### src/rtl/pcib_cfg_pkg.sv
// Shared constants and register type for the bridge configuration header.
// Assumes a 64-byte header addressed as 16 dwords.
package pcib_cfg_pkg;

    localparam int HDR_DWORDS = 16;
    localparam int DW_AW      = $clog2(HDR_DWORDS);
    localparam int BYTE_AW    = DW_AW + 2;

    typedef logic [DW_AW-1:0] dw_idx_t;

    localparam dw_idx_t DW_CMD   = dw_idx_t'(1);
    localparam dw_idx_t DW_CLASS = dw_idx_t'(2);
    localparam dw_idx_t DW_HDR   = dw_idx_t'(3);
    localparam dw_idx_t DW_BUS   = dw_idx_t'(6);
    localparam dw_idx_t DW_IO    = dw_idx_t'(7);
    localparam dw_idx_t DW_MEM   = dw_idx_t'(8);
    localparam dw_idx_t DW_PREF  = dw_idx_t'(9);
    localparam dw_idx_t DW_PBUP  = dw_idx_t'(10);
    localparam dw_idx_t DW_PLUP  = dw_idx_t'(11);
    localparam dw_idx_t DW_IOUP  = dw_idx_t'(12);
    localparam dw_idx_t DW_BCTL  = dw_idx_t'(15);

    localparam logic [15:0] CMD_WMASK   = 16'h0547;
    localparam logic [15:0] BCTL_WMASK  = 16'h007F;
    localparam logic [15:0] STATUS_CAPS = 16'h00A0;
    localparam logic [23:0] CLASS_P2P   = 24'h060400;
    localparam int          SBR_BIT     = 6;

    typedef struct packed {
        logic [15:0] cmd;
        logic [7:0]  pri;
        logic [7:0]  sec;
        logic [7:0]  sub;
        logic [7:0]  lat;
        logic [3:0]  io_base_a;
        logic [3:0]  io_lim_a;
        logic [11:0] mem_base_a;
        logic [11:0] mem_lim_a;
        logic [11:0] pref_base_a;
        logic [11:0] pref_lim_a;
        logic [31:0] pref_base_up;
        logic [31:0] pref_lim_up;
        logic [15:0] io_base_up;
        logic [15:0] io_lim_up;
        logic [15:0] bctl;
    } bridge_regs_t;

    // True when a byte offset belongs to a register that shapes a forwarding window.
    function automatic logic lane_in_window(input logic [BYTE_AW-1:0] off);
        return (off[BYTE_AW-1:1] == 5'h02) ||
               (off[BYTE_AW-1:1] == 5'h0E) ||
               (off >= 6'h20 && off <= 6'h33) ||
               (off[BYTE_AW-1:1] == 5'h1F);
    endfunction

endpackage

### src/rtl/pcib_cfg_store.sv
// Register storage for the bridge header. Applies byte-enabled writes and the
// forwarding-disable request (which wins over a same-cycle write).
// Assumes synchronous active-low reset; write masks come from the package.
module pcib_cfg_store
    import pcib_cfg_pkg::*;
(
    input  logic         clk,
    input  logic         rst_n,
    input  logic         wr_en,
    input  dw_idx_t      wr_addr,
    input  logic [3:0]   wr_be,
    input  logic [31:0]  wr_data,
    input  logic         fwd_disable,
    output bridge_regs_t regs
);

    bridge_regs_t nxt;

    // Next-state: per-lane write merge followed by the disable override.
    always_comb begin
        nxt = regs;
        if (wr_en) begin
            unique case (wr_addr)
                DW_CMD: begin
                    if (wr_be[0]) nxt.cmd[7:0]  = wr_data[7:0]  & CMD_WMASK[7:0];
                    if (wr_be[1]) nxt.cmd[15:8] = wr_data[15:8] & CMD_WMASK[15:8];
                end
                DW_BUS: begin
                    if (wr_be[0]) nxt.pri = wr_data[7:0];
                    if (wr_be[1]) nxt.sec = wr_data[15:8];
                    if (wr_be[2]) nxt.sub = wr_data[23:16];
                    if (wr_be[3]) nxt.lat = wr_data[31:24];
                end
                DW_IO: begin
                    if (wr_be[0]) nxt.io_base_a = wr_data[7:4];
                    if (wr_be[1]) nxt.io_lim_a  = wr_data[15:12];
                end
                DW_MEM: begin
                    if (wr_be[0]) nxt.mem_base_a[3:0]  = wr_data[7:4];
                    if (wr_be[1]) nxt.mem_base_a[11:4] = wr_data[15:8];
                    if (wr_be[2]) nxt.mem_lim_a[3:0]   = wr_data[23:20];
                    if (wr_be[3]) nxt.mem_lim_a[11:4]  = wr_data[31:24];
                end
                DW_PREF: begin
                    if (wr_be[0]) nxt.pref_base_a[3:0]  = wr_data[7:4];
                    if (wr_be[1]) nxt.pref_base_a[11:4] = wr_data[15:8];
                    if (wr_be[2]) nxt.pref_lim_a[3:0]   = wr_data[23:20];
                    if (wr_be[3]) nxt.pref_lim_a[11:4]  = wr_data[31:24];
                end
                DW_PBUP: begin
                    for (int i = 0; i < 4; i++)
                        if (wr_be[i]) nxt.pref_base_up[8*i +: 8] = wr_data[8*i +: 8];
                end
                DW_PLUP: begin
                    for (int i = 0; i < 4; i++)
                        if (wr_be[i]) nxt.pref_lim_up[8*i +: 8] = wr_data[8*i +: 8];
                end
                DW_IOUP: begin
                    if (wr_be[0]) nxt.io_base_up[7:0]  = wr_data[7:0];
                    if (wr_be[1]) nxt.io_base_up[15:8] = wr_data[15:8];
                    if (wr_be[2]) nxt.io_lim_up[7:0]   = wr_data[23:16];
                    if (wr_be[3]) nxt.io_lim_up[15:8]  = wr_data[31:24];
                end
                DW_BCTL: begin
                    if (wr_be[2]) nxt.bctl[7:0]  = wr_data[23:16] & BCTL_WMASK[7:0];
                    if (wr_be[3]) nxt.bctl[15:8] = wr_data[31:24] & BCTL_WMASK[15:8];
                end
                default: ;
            endcase
        end
        if (fwd_disable) begin
            nxt.io_base_a    = '1;
            nxt.io_lim_a     = '0;
            nxt.mem_base_a   = '1;
            nxt.mem_lim_a    = '0;
            nxt.pref_base_a  = '1;
            nxt.pref_lim_a   = '0;
            nxt.pref_base_up = '0;
            nxt.pref_lim_up  = '0;
        end
    end

    // State register with synchronous clear of every stored field.
    always_ff @(posedge clk) begin
        if (!rst_n) regs <= '0;
        else        regs <= nxt;
    end

    AST_RESET_CLEARS: assert property (@(posedge clk) disable iff (!rst_n)
        $past(!rst_n) |-> (regs.pri == 8'h0 && regs.sec == 8'h0 && regs.sub == 8'h0 &&
                           regs.lat == 8'h0 && regs.bctl == 16'h0 && regs.cmd == 16'h0 &&
                           regs.pref_base_up == 32'h0 && regs.pref_lim_up == 32'h0));

    AST_DISABLE_LOADS: assert property (@(posedge clk) disable iff (!rst_n)
        fwd_disable |=> (regs.io_base_a == 4'hF && regs.io_lim_a == 4'h0 &&
                         regs.mem_base_a == 12'hFFF && regs.mem_lim_a == 12'h0 &&
                         regs.pref_base_a == 12'hFFF && regs.pref_lim_a == 12'h0 &&
                         regs.pref_base_up == 32'h0 && regs.pref_lim_up == 32'h0));

endmodule

### src/rtl/pcib_wr_detect.sv
// Write-side event detection: window-update pulse from per-lane offset match,
// and secondary-bus reset pulse on a 0->1 write of the bus-reset bit.
// Assumes sbr_cur is the stored bus-reset bit before the current edge.
module pcib_wr_detect
    import pcib_cfg_pkg::*;
(
    input  logic       clk,
    input  logic       rst_n,
    input  logic       wr_en,
    input  dw_idx_t    wr_addr,
    input  logic [3:0] wr_be,
    input  logic       sbr_wr_val,
    input  logic       sbr_cur,
    output logic       win_update,
    output logic       sec_bus_rst
);

    logic [3:0] lane_hit;

    generate
        for (genvar g = 0; g < 4; g++) begin : g_lane
            // Per-lane match of the enabled byte against window offsets.
            assign lane_hit[g] = wr_be[g] & lane_in_window({wr_addr, 2'(g)});
        end
    endgenerate

    logic sbr_rise;
    assign sbr_rise = wr_en & (wr_addr == DW_BCTL) & wr_be[2] & sbr_wr_val & ~sbr_cur;

    // Register both pulses so they align with the updated register values.
    always_ff @(posedge clk) begin
        if (!rst_n) begin
            win_update  <= 1'b0;
            sec_bus_rst <= 1'b0;
        end else begin
            win_update  <= wr_en & (|lane_hit);
            sec_bus_rst <= sbr_rise;
        end
    end

    AST_WIN_NEEDS_WRITE: assert property (@(posedge clk) disable iff (!rst_n)
        win_update |-> $past(wr_en && wr_be != 4'h0));

    AST_SBR_SINGLE: assert property (@(posedge clk) disable iff (!rst_n)
        sec_bus_rst |=> !sec_bus_rst);

    AST_SBR_NEEDS_WRITE: assert property (@(posedge clk) disable iff (!rst_n)
        sec_bus_rst |-> $past(wr_en && wr_be[2]));

endmodule

### src/rtl/pcib_rd_mux.sv
// Combinational read path: assembles each header dword from stored fields
// and fixed read-only constants; unimplemented dwords read zero.
module pcib_rd_mux
    import pcib_cfg_pkg::*;
#(
    parameter bit MULTI_FN   = 1'b0,
    parameter bit IO_32BIT   = 1'b1,
    parameter bit PREF_64BIT = 1'b1
) (
    input  dw_idx_t      rd_addr,
    input  bridge_regs_t regs,
    output logic [31:0]  rd_data
);

    localparam logic [3:0] IO_TYPE   = IO_32BIT   ? 4'h1 : 4'h0;
    localparam logic [3:0] PREF_TYPE = PREF_64BIT ? 4'h1 : 4'h0;
    localparam logic [7:0] HDR_TYPE  = {MULTI_FN, 7'h01};

    // Dword selection by index.
    always_comb begin
        unique case (rd_addr)
            DW_CMD:   rd_data = {STATUS_CAPS, regs.cmd};
            DW_CLASS: rd_data = {CLASS_P2P, 8'h00};
            DW_HDR:   rd_data = {8'h00, HDR_TYPE, 16'h0000};
            DW_BUS:   rd_data = {regs.lat, regs.sub, regs.sec, regs.pri};
            DW_IO:    rd_data = {STATUS_CAPS, regs.io_lim_a, IO_TYPE, regs.io_base_a, IO_TYPE};
            DW_MEM:   rd_data = {regs.mem_lim_a, 4'h0, regs.mem_base_a, 4'h0};
            DW_PREF:  rd_data = {regs.pref_lim_a, PREF_TYPE, regs.pref_base_a, PREF_TYPE};
            DW_PBUP:  rd_data = regs.pref_base_up;
            DW_PLUP:  rd_data = regs.pref_lim_up;
            DW_IOUP:  rd_data = {regs.io_lim_up, regs.io_base_up};
            DW_BCTL:  rd_data = {regs.bctl, 16'h0000};
            default:  rd_data = 32'h0;
        endcase
    end

endmodule

### src/rtl/pcib_cfg_regs.sv
// Top of the bridge configuration header register file. Ties storage, write
// event detection and read mux together and exports decoded windows.
// Assumes one access per cycle; read data is combinational on cfg_addr.
module pcib_cfg_regs
    import pcib_cfg_pkg::*;
#(
    parameter bit MULTI_FN   = 1'b0,
    parameter bit IO_32BIT   = 1'b1,
    parameter bit PREF_64BIT = 1'b1
) (
    input  logic                 clk,
    input  logic                 rst_n,
    input  logic [DW_AW-1:0]     cfg_addr,
    input  logic                 cfg_wr,
    input  logic [3:0]           cfg_be,
    input  logic [31:0]          cfg_wdata,
    input  logic                 fwd_disable,
    output logic [31:0]          cfg_rdata,
    output logic                 win_update,
    output logic                 sec_bus_rst,
    output logic [7:0]           bus_pri,
    output logic [7:0]           bus_sec,
    output logic [7:0]           bus_sub,
    output logic [7:0]           sec_lat,
    output logic [15:0]          cmd_reg,
    output logic [15:0]          bctl_reg,
    output logic [31:0]          io_base,
    output logic [31:0]          io_limit,
    output logic [31:0]          mem_base,
    output logic [31:0]          mem_limit,
    output logic [63:0]          pref_base,
    output logic [63:0]          pref_limit
);

    bridge_regs_t regs;

    pcib_cfg_store u_store (
        .clk         (clk),
        .rst_n       (rst_n),
        .wr_en       (cfg_wr),
        .wr_addr     (cfg_addr),
        .wr_be       (cfg_be),
        .wr_data     (cfg_wdata),
        .fwd_disable (fwd_disable),
        .regs        (regs)
    );

    pcib_wr_detect u_detect (
        .clk         (clk),
        .rst_n       (rst_n),
        .wr_en       (cfg_wr),
        .wr_addr     (cfg_addr),
        .wr_be       (cfg_be),
        .sbr_wr_val  (cfg_wdata[16 + SBR_BIT]),
        .sbr_cur     (regs.bctl[SBR_BIT]),
        .win_update  (win_update),
        .sec_bus_rst (sec_bus_rst)
    );

    pcib_rd_mux #(
        .MULTI_FN   (MULTI_FN),
        .IO_32BIT   (IO_32BIT),
        .PREF_64BIT (PREF_64BIT)
    ) u_rd (
        .rd_addr (cfg_addr),
        .regs    (regs),
        .rd_data (cfg_rdata)
    );

    // Plain register exports for the window decoder.
    assign bus_pri  = regs.pri;
    assign bus_sec  = regs.sec;
    assign bus_sub  = regs.sub;
    assign sec_lat  = regs.lat;
    assign cmd_reg  = regs.cmd;
    assign bctl_reg = regs.bctl;

    // Window bounds: limits get their granule's low bits filled with ones.
    assign io_base    = {(IO_32BIT ? regs.io_base_up : 16'h0), regs.io_base_a, 12'h000};
    assign io_limit   = {(IO_32BIT ? regs.io_lim_up  : 16'h0), regs.io_lim_a,  12'hFFF};
    assign mem_base   = {regs.mem_base_a, 20'h00000};
    assign mem_limit  = {regs.mem_lim_a,  20'hFFFFF};
    assign pref_base  = {(PREF_64BIT ? regs.pref_base_up : 32'h0), regs.pref_base_a, 20'h00000};
    assign pref_limit = {(PREF_64BIT ? regs.pref_lim_up  : 32'h0), regs.pref_lim_a,  20'hFFFFF};

    AST_SBR_ON_RISE: assert property (@(posedge clk) disable iff (!rst_n)
        sec_bus_rst |-> (bctl_reg[SBR_BIT] && !$past(bctl_reg[SBR_BIT])));

endmodule

### config.mk
export PLATFORM = sky130hd
export DESIGN_NAME = pcib_cfg_regs
export DESIGN_NICKNAME = d
export VERILOG_FILES = /design/src/rtl/pcib_cfg_pkg.sv /design/src/rtl/pcib_cfg_store.sv /design/src/rtl/pcib_wr_detect.sv /design/src/rtl/pcib_rd_mux.sv /design/src/rtl/pcib_cfg_regs.sv
export SDC_FILE = /design/constraint.sdc
export NUM_CORES = 1
export LEC_CHECK = 0
export CAP_MARGIN = 20
export CORE_AREA = 2 2 153 155
export CTS_BUF_LIST = sky130_fd_sc_hd__clkbuf_8
export DETAILED_ROUTE_END_ITERATION = 8
export DIE_AREA = 0 0 155 157
export GPL_TIMING_DRIVEN = 0
export HOLD_SLACK_MARGIN = 0.15
export PLACE_DENSITY = 0.9
export SETUP_SLACK_MARGIN = 0.5
export SLEW_MARGIN = 20
export SYNTH_ARGS = -nofsm -noshare
export SYNTH_HDL_FRONTEND = slang
export SYNTH_HIERARCHICAL = 1
export SYNTH_SLANG_ARGS = --single-unit
export TNS_END_PERCENT = 100
### constraint.sdc
create_clock -name clk -period 4.6 [get_ports clk]
set_clock_uncertainty 0.15 [all_clocks]
set_input_delay 0.69 -clock clk [delete_from_list [all_inputs] [get_ports clk]]
set_output_delay 0.69 -clock clk [all_outputs]
set_load 0.03 [all_outputs]
==> flow_summary.toml, run 1 <==
[outcome]
status = "finished, final reports clean"

[sta]
maxSlewHeadroom = 0.252
tns_ns = 0
grt_setup_unrepaired = "no"
setup_violations = 0
final_hold_viol_count = 0
fin_ws_ns = 0.590
fmax_mhz = 249
layout_min_cycle_time_ns = 4.01
drv_slew = 0
worst_pin_slew_ns = 1.12
fin_crit_sh = 0.872

[critical_path]
required_ns = 3.76
critPathArrivalTime_ns = 3.17
regToRegSetupSlack_ns = 3.30
path_delay_family = "buffers and inverters"
path_max_fanout = 12
crit_buf_inv = 5
crit-reg2reg-launch = "u_store/regs[6]$_SDFFE_PN0P_"
cp_cell_sequence = "clkdlybuf4s15_1 -> buf_2 -> buf_4 -> buf_2 -> a32oi_1 -> o221ai_1 -> clkdlybuf4s50_1"
crit_type = "in2out"
critPathMaxStageDelay_ns = 0.71
r2r_cells = 1
r2r_end = "u_detect/sec_bus_rst$_SDFF_PN0_"
worstSetupStartpointType = "input pin"
startpoint = "cfg_addr[0]"
critical_path.endpoint_type = "primary output"
path_common_cell = "buf_2"
crit_slowest_cell = "clkdlybuf4s50_1"

[grt]
antenna_found_initial = 1
grt_usage = 0.352
grt_busiest_layer = "met2"
use_met2 = 0.591
grt_overflow = 0
met1_usage = 0.408
grt_pass1_wl_mm = 63.8
use_met3 = 0.0947
grt_pass1_vias = 10400
grt_max_degree = 18

[logic_synthesis]
postSynth.asyncResetShare = 0
ys_ff_latch = 199
ys_warn_count = 6
synth_area_leaders = "dfxtp_1, mux2i_1, buf_4"
yosysSeqAreaShare = 0.376
synthTopCellsByCount = "nand2_1, dfxtp_1, mux2i_1"
synth_most_common_cell = "nand2_1"
avgSynthCellArea_um2 = 9.13
synth_top_flop_cell = "dfxtp_1"
synth-edff-count = 0
synth_top_area_share = 0.376
synth_top_cell_by_area = "dfxtp_1"
ys_types = 71
syn_area_um2 = 10600
syn_inst = 1160

[route]
antenna_left = 0
routedWlPerCell_um = 24.2
first_pass_iters = 5
wl_mm = 45.3
drc = 0
drt_iter0_drc = 1350
routed_via_density = 5.81
vias = 10900

[pwr]
power_density_nw_per_um2 = 257
vdd_drop_max_mv = 0.221
p_leak_nw = 5.98
p_total_mw = 3.75

[layout]
layoutNonFillerInstCount = 1874
area_growth_pct = 37.8
nets = 1619
drive_above_1_share = 0.154

[job]
cap_violations = 0

[floorplan]
initial_utilization = 0.470
die_x_um = 155
io_pins = 398
core_um2 = 22500
die-area_um2 = 24300
row_count = 55
die_h_um = 157

[cts]
cts-root-buf = "clkbuf_8"
clkTransAtPathRegs_ns = 0.09
htree_levels = 4
cts_tree = "built"
holdBufCountCts = 0
clkLatencyLatePin_ns = 0.46
cts_buffers = 17
cts_buffer_depth = 2
cts_sinks = 199

[placement]
gp_congestion = 0.962
place_ws_ns = 0.0644
dp.cells = 1838
dp_hpwl_mm = 33.3
numPortBuffers = 273

[worst_hold_path]
hold-path-endpoint = "u_store/regs[30]$_SDFFE_PN0P_"
hp-start = "u_store/regs[30]$_SDFFE_PN0P_"
hp-class = "reg2reg"
hold_depth = 2
-- registers in the layout (all words and copies together) (netlist names) --
register	count
u_detect/win_update	1
u_detect/sec_bus_rst	1
u_store/regs	197
-- tightest hold or removal path: stages (launching register included) --
cell and delay (ns):
dfxtp_1 0.33, nand2_1 0.06, mux2i_1 0.05
-- worst max-delay path by stage --
stage / end / slack (ns) / cells after the start
2_1_floorplan: cfg_rdata[9] / 1.80 / 6
3_3_place_gp: cfg_rdata[16] / 0.1 / 8
3_5_place_dp: cfg_rdata[16] / 0.06 / 8
4_1_cts: cfg_rdata[5] / 0.50 / 7
5_1_grt: cfg_rdata[12] / 0.52 / 7
6_report: cfg_rdata[13] / 0.59 / 7
-- timing repair --
action                     4_1_cts  5_1_grt
setup endpoints to repair       32       24
pin swaps                        1        0
gates resized for setup         17        7
setup buffers                    3        0
-- area by class of cell --
cell class	instances	area [um2]
Timing Repair Buffer	276	2740
Clock inverter	14	175
Antenna cell	1	2.50
Fill cell	1856	7910
Buffer	205	1350
Tap cell	285	357
Multi-Input combinational cell	869	5710
Clock buffer	18	248
Inverter	7	30.0
Sequential cell	199	3980
-- cells by family after synthesis --
kind of cell,Yosys count,share of synthesized area
muxes,199,0.192
AOI/OAI and AO/OA,182,0.135
and+or+nand+nor,363,0.165
other,3,0.00106
xor gates and xnor gates,2,0.00165
buffers and inverters,212,0.129
DFF,199,0.376
-- routing by layer --
layer,vias to the layer above,wire length [um]
met2,882,21400
met4,0,2470
met5,-,0
met1,5130,16100
met3,174,5260
li1,4711,-
-- cells in the final DEF (no fill, tap or decap), drive strengths merged, types with 7 or more instances in the layout --
master,count
clkdlybuf4s50,266
nand2,250
dfxtp,199
mux2i,178
buf,169
conb,123
clkbuf,59
a22oi,41
o21ai,22
or3,21
o311a,20
mux2,20
nand3,15
o221ai,12
nor2b,12
inv,12
nor2,12
a32oi,11
o211ai,10
a22o,9
and3,9
nand2b,8
and2,8
a21boi,7
o22a,7
-- stage by stage --
stage	cell area, um2	hold WS (ns)	util
after CTS	14600	0.330	0.648
final	14600	0.333	0.648
after detailed placement	14100	0.315	0.628
after global routing	14600	0.352	0.648
after global placement	14100	0.302	0.628
after floorplan	11000	0.440	-
-- report_power, final --
part	switching (mW)	internal [mW]	total, mW	leakage [nW]
clock network	0.662	0.560	1.22	0.216
registers	0.0265	1.75	1.77	1.61
logic	0.504	0.252	0.756	4.15
No activity file was read; power rests on OpenSTA's default activity.
==> run 2, diff against run 1 <==
SETUP_SLACK_MARGIN = 0.3   (was 0.5)
==> flow_summary.toml, run 2 (synthesis gave the netlist of run 1 again) <==
[cts]
cts_buffers = 17
htree_levels = 4
clkLatencyLatePin_ns = 0.46
holdBufCountCts = 0
clkTransAtPathRegs_ns = 0.09
cts_tree = "built"
cts-root-buf = "clkbuf_8"
cts_buffer_depth = 2
cts_sinks = 199

[critical_path]
required_ns = 3.76
critical_path.endpoint_type = "primary output"
worstSetupStartpointType = "input pin"
path_max_fanout = 13
critPathArrivalTime_ns = 3.41
crit_type = "in2out"

[layout]
fillerInstances = 1857
nets = 1618
area_growth_pct = 38.0
final_cell_mix = "clkdlybuf4s50_1, nand2_1, dfxtp_1"
largest-register = "u_store/regs"
largest_reg_flops = 197
final_common_cell = "clkdlybuf4s50_1"
register_area_um2 = 3980
fin_util = 0.649
multi_input_area_um2 = 5700
top_regs = "u_store/regs: 197 flops, u_detect/sec_bus_rst: 1 flops, u_detect/win_update: 1 flops"
layoutNonFillerInstCount = 1876
drive_above_1_share = 0.151

[placement]
gp_congestion = 0.962
dp.cells = 1838
place_ws_ns = 0.0644
numPortBuffers = 273
dp_hpwl_mm = 33.3

[outcome]
status = "finished, final reports clean"

[pwr]
vdd_drop_max_mv = 0.221
p_total_mw = 3.75
power_density_nw_per_um2 = 257
p_leak_nw = 5.98

[worst_hold_path]
hp-class = "reg2reg"

[route]
drt_iter0_drc = 1263
drc = 0
routedWlPerCell_um = 24.2
first_pass_iters = 6
antenna_left = 0
vias = 10900
routed_via_density = 5.80
wl_mm = 45.3

[grt]
grt_overflow = 0
antenna_found_initial = 2
grt_usage = 0.352
grt_max_degree = 18
grt_pass1_wl_mm = 63.8
grt_pass1_vias = 10300

[floorplan]
die-area_um2 = 24300
die_x_um = 155
core_um2 = 22500
row_count = 55
initial_utilization = 0.470
io_pins = 398
die_h_um = 157

[sta]
setup_violations = 0
fmax_mhz = 235
maxSlewHeadroom = 0.265
fin_crit_sh = 0.924
drv_slew = 0
layout_min_cycle_time_ns = 4.25
grt_setup_unrepaired = "yes"
worst_pin_slew_ns = 1.10
final_hold_viol_count = 0
tns_ns = 0
fin_ws_ns = 0.348

[job]
cap_violations = 0
-- run 2: changes by cell type in the layout (fill, tap and decap cells not counted), sizes merged --
| cell | previous run | this run |
|---|---|---|
| buf | 169 | 167 |
| clkbuf | 59 | 58 |
| clkdlybuf4s15 | 1 | 0 |
| clkdlybuf4s50 | 266 | 269 |
| diode | 1 | 4 |
| dlygate4sd2 | 3 | 1 |
| dlymetal6s2s | 1 | 3 |
-- run 2: per-stage QoR --
stage / hold WS (ns) / cell area (um2)
after floorplan: 0.440 / 11000
after global placement: 0.302 / 14100
after detailed placement: 0.315 / 14100
after CTS: 0.330 / 14600
after global routing: 0.352 / 14600
final: 0.333 / 14600
-- run 2: area by class of cell --
type,instances,area share
clock buffers,18,0.0170
flip-flops and latches,199,0.273
well taps,285,0.0244
inverters,7,0.00206
plain buffers,205,0.0921
repair buffers,275,0.189
diodes,4,0.000685
clock inverters,14,0.0120
multi-input cells,869,0.391
-- run 2: metal layers --
layer / wire length (um) / vias up / GRT usage
met5: 0 / - / 0
met4: 2610 / 0 / 0.196
li1: - / 4708 / -
met3: 5440 / 179 / 0.0939
met1: 16100 / 5086 / 0.409
met2: 21200 / 911 / 0.591
-- run 2: critical path, stage by stage --
cell,delay [ns]
dlygate4sd2_1,0.52
buf_2,0.28
nor2b_1,0.16
buf_2,0.33
and2_1,0.44
a22oi_1,0.16
o21ai_1,0.13
clkdlybuf4s50_1,0.70
-- run 2: final timing paths --
| path | from | to | slack [ns] | cells after the start |
|---|---|---|---|---|
| max | cfg_addr[1] | cfg_rdata[11] | 0.35 | 8 |
| min | u_store/regs[30]$_SDFFE_PN0P_ | u_store/regs[30]$_SDFFE_PN0P_ | 0.33 | 2 |
| max reg2reg | u_store/regs[6]$_SDFFE_PN0P_ | u_detect/sec_bus_rst$_SDFF_PN0_ | 3.28 | 1 |
| min reg2reg | u_store/regs[30]$_SDFFE_PN0P_ | u_store/regs[30]$_SDFFE_PN0P_ | 0.33 | 2 |
-- run 2: where the power goes --
| group | internal (mW) | total [mW] | leakage (nW) | switching (mW) |
|---|---|---|---|---|
| combinational | 0.253 | 0.757 | 4.15 | 0.504 |
| clock | 0.560 | 1.22 | 0.216 | 0.657 |
| sequential | 1.75 | 1.77 | 1.61 | 0.0266 |
-- run 2: timing repair --
action / 4_1_cts / 5_1_grt
endpoints found under the setup margin: 30 / 17
pin swaps: 1 / 0
resized for setup: 6 / 9
buffers inserted: 0 / 2
==> run 3, diff against run 2 <==
SLEW_MARGIN = unset   (was 20)
==> results of run 3 <==
Same layout as run 2: the final DEF is identical, and so are final timing and power.
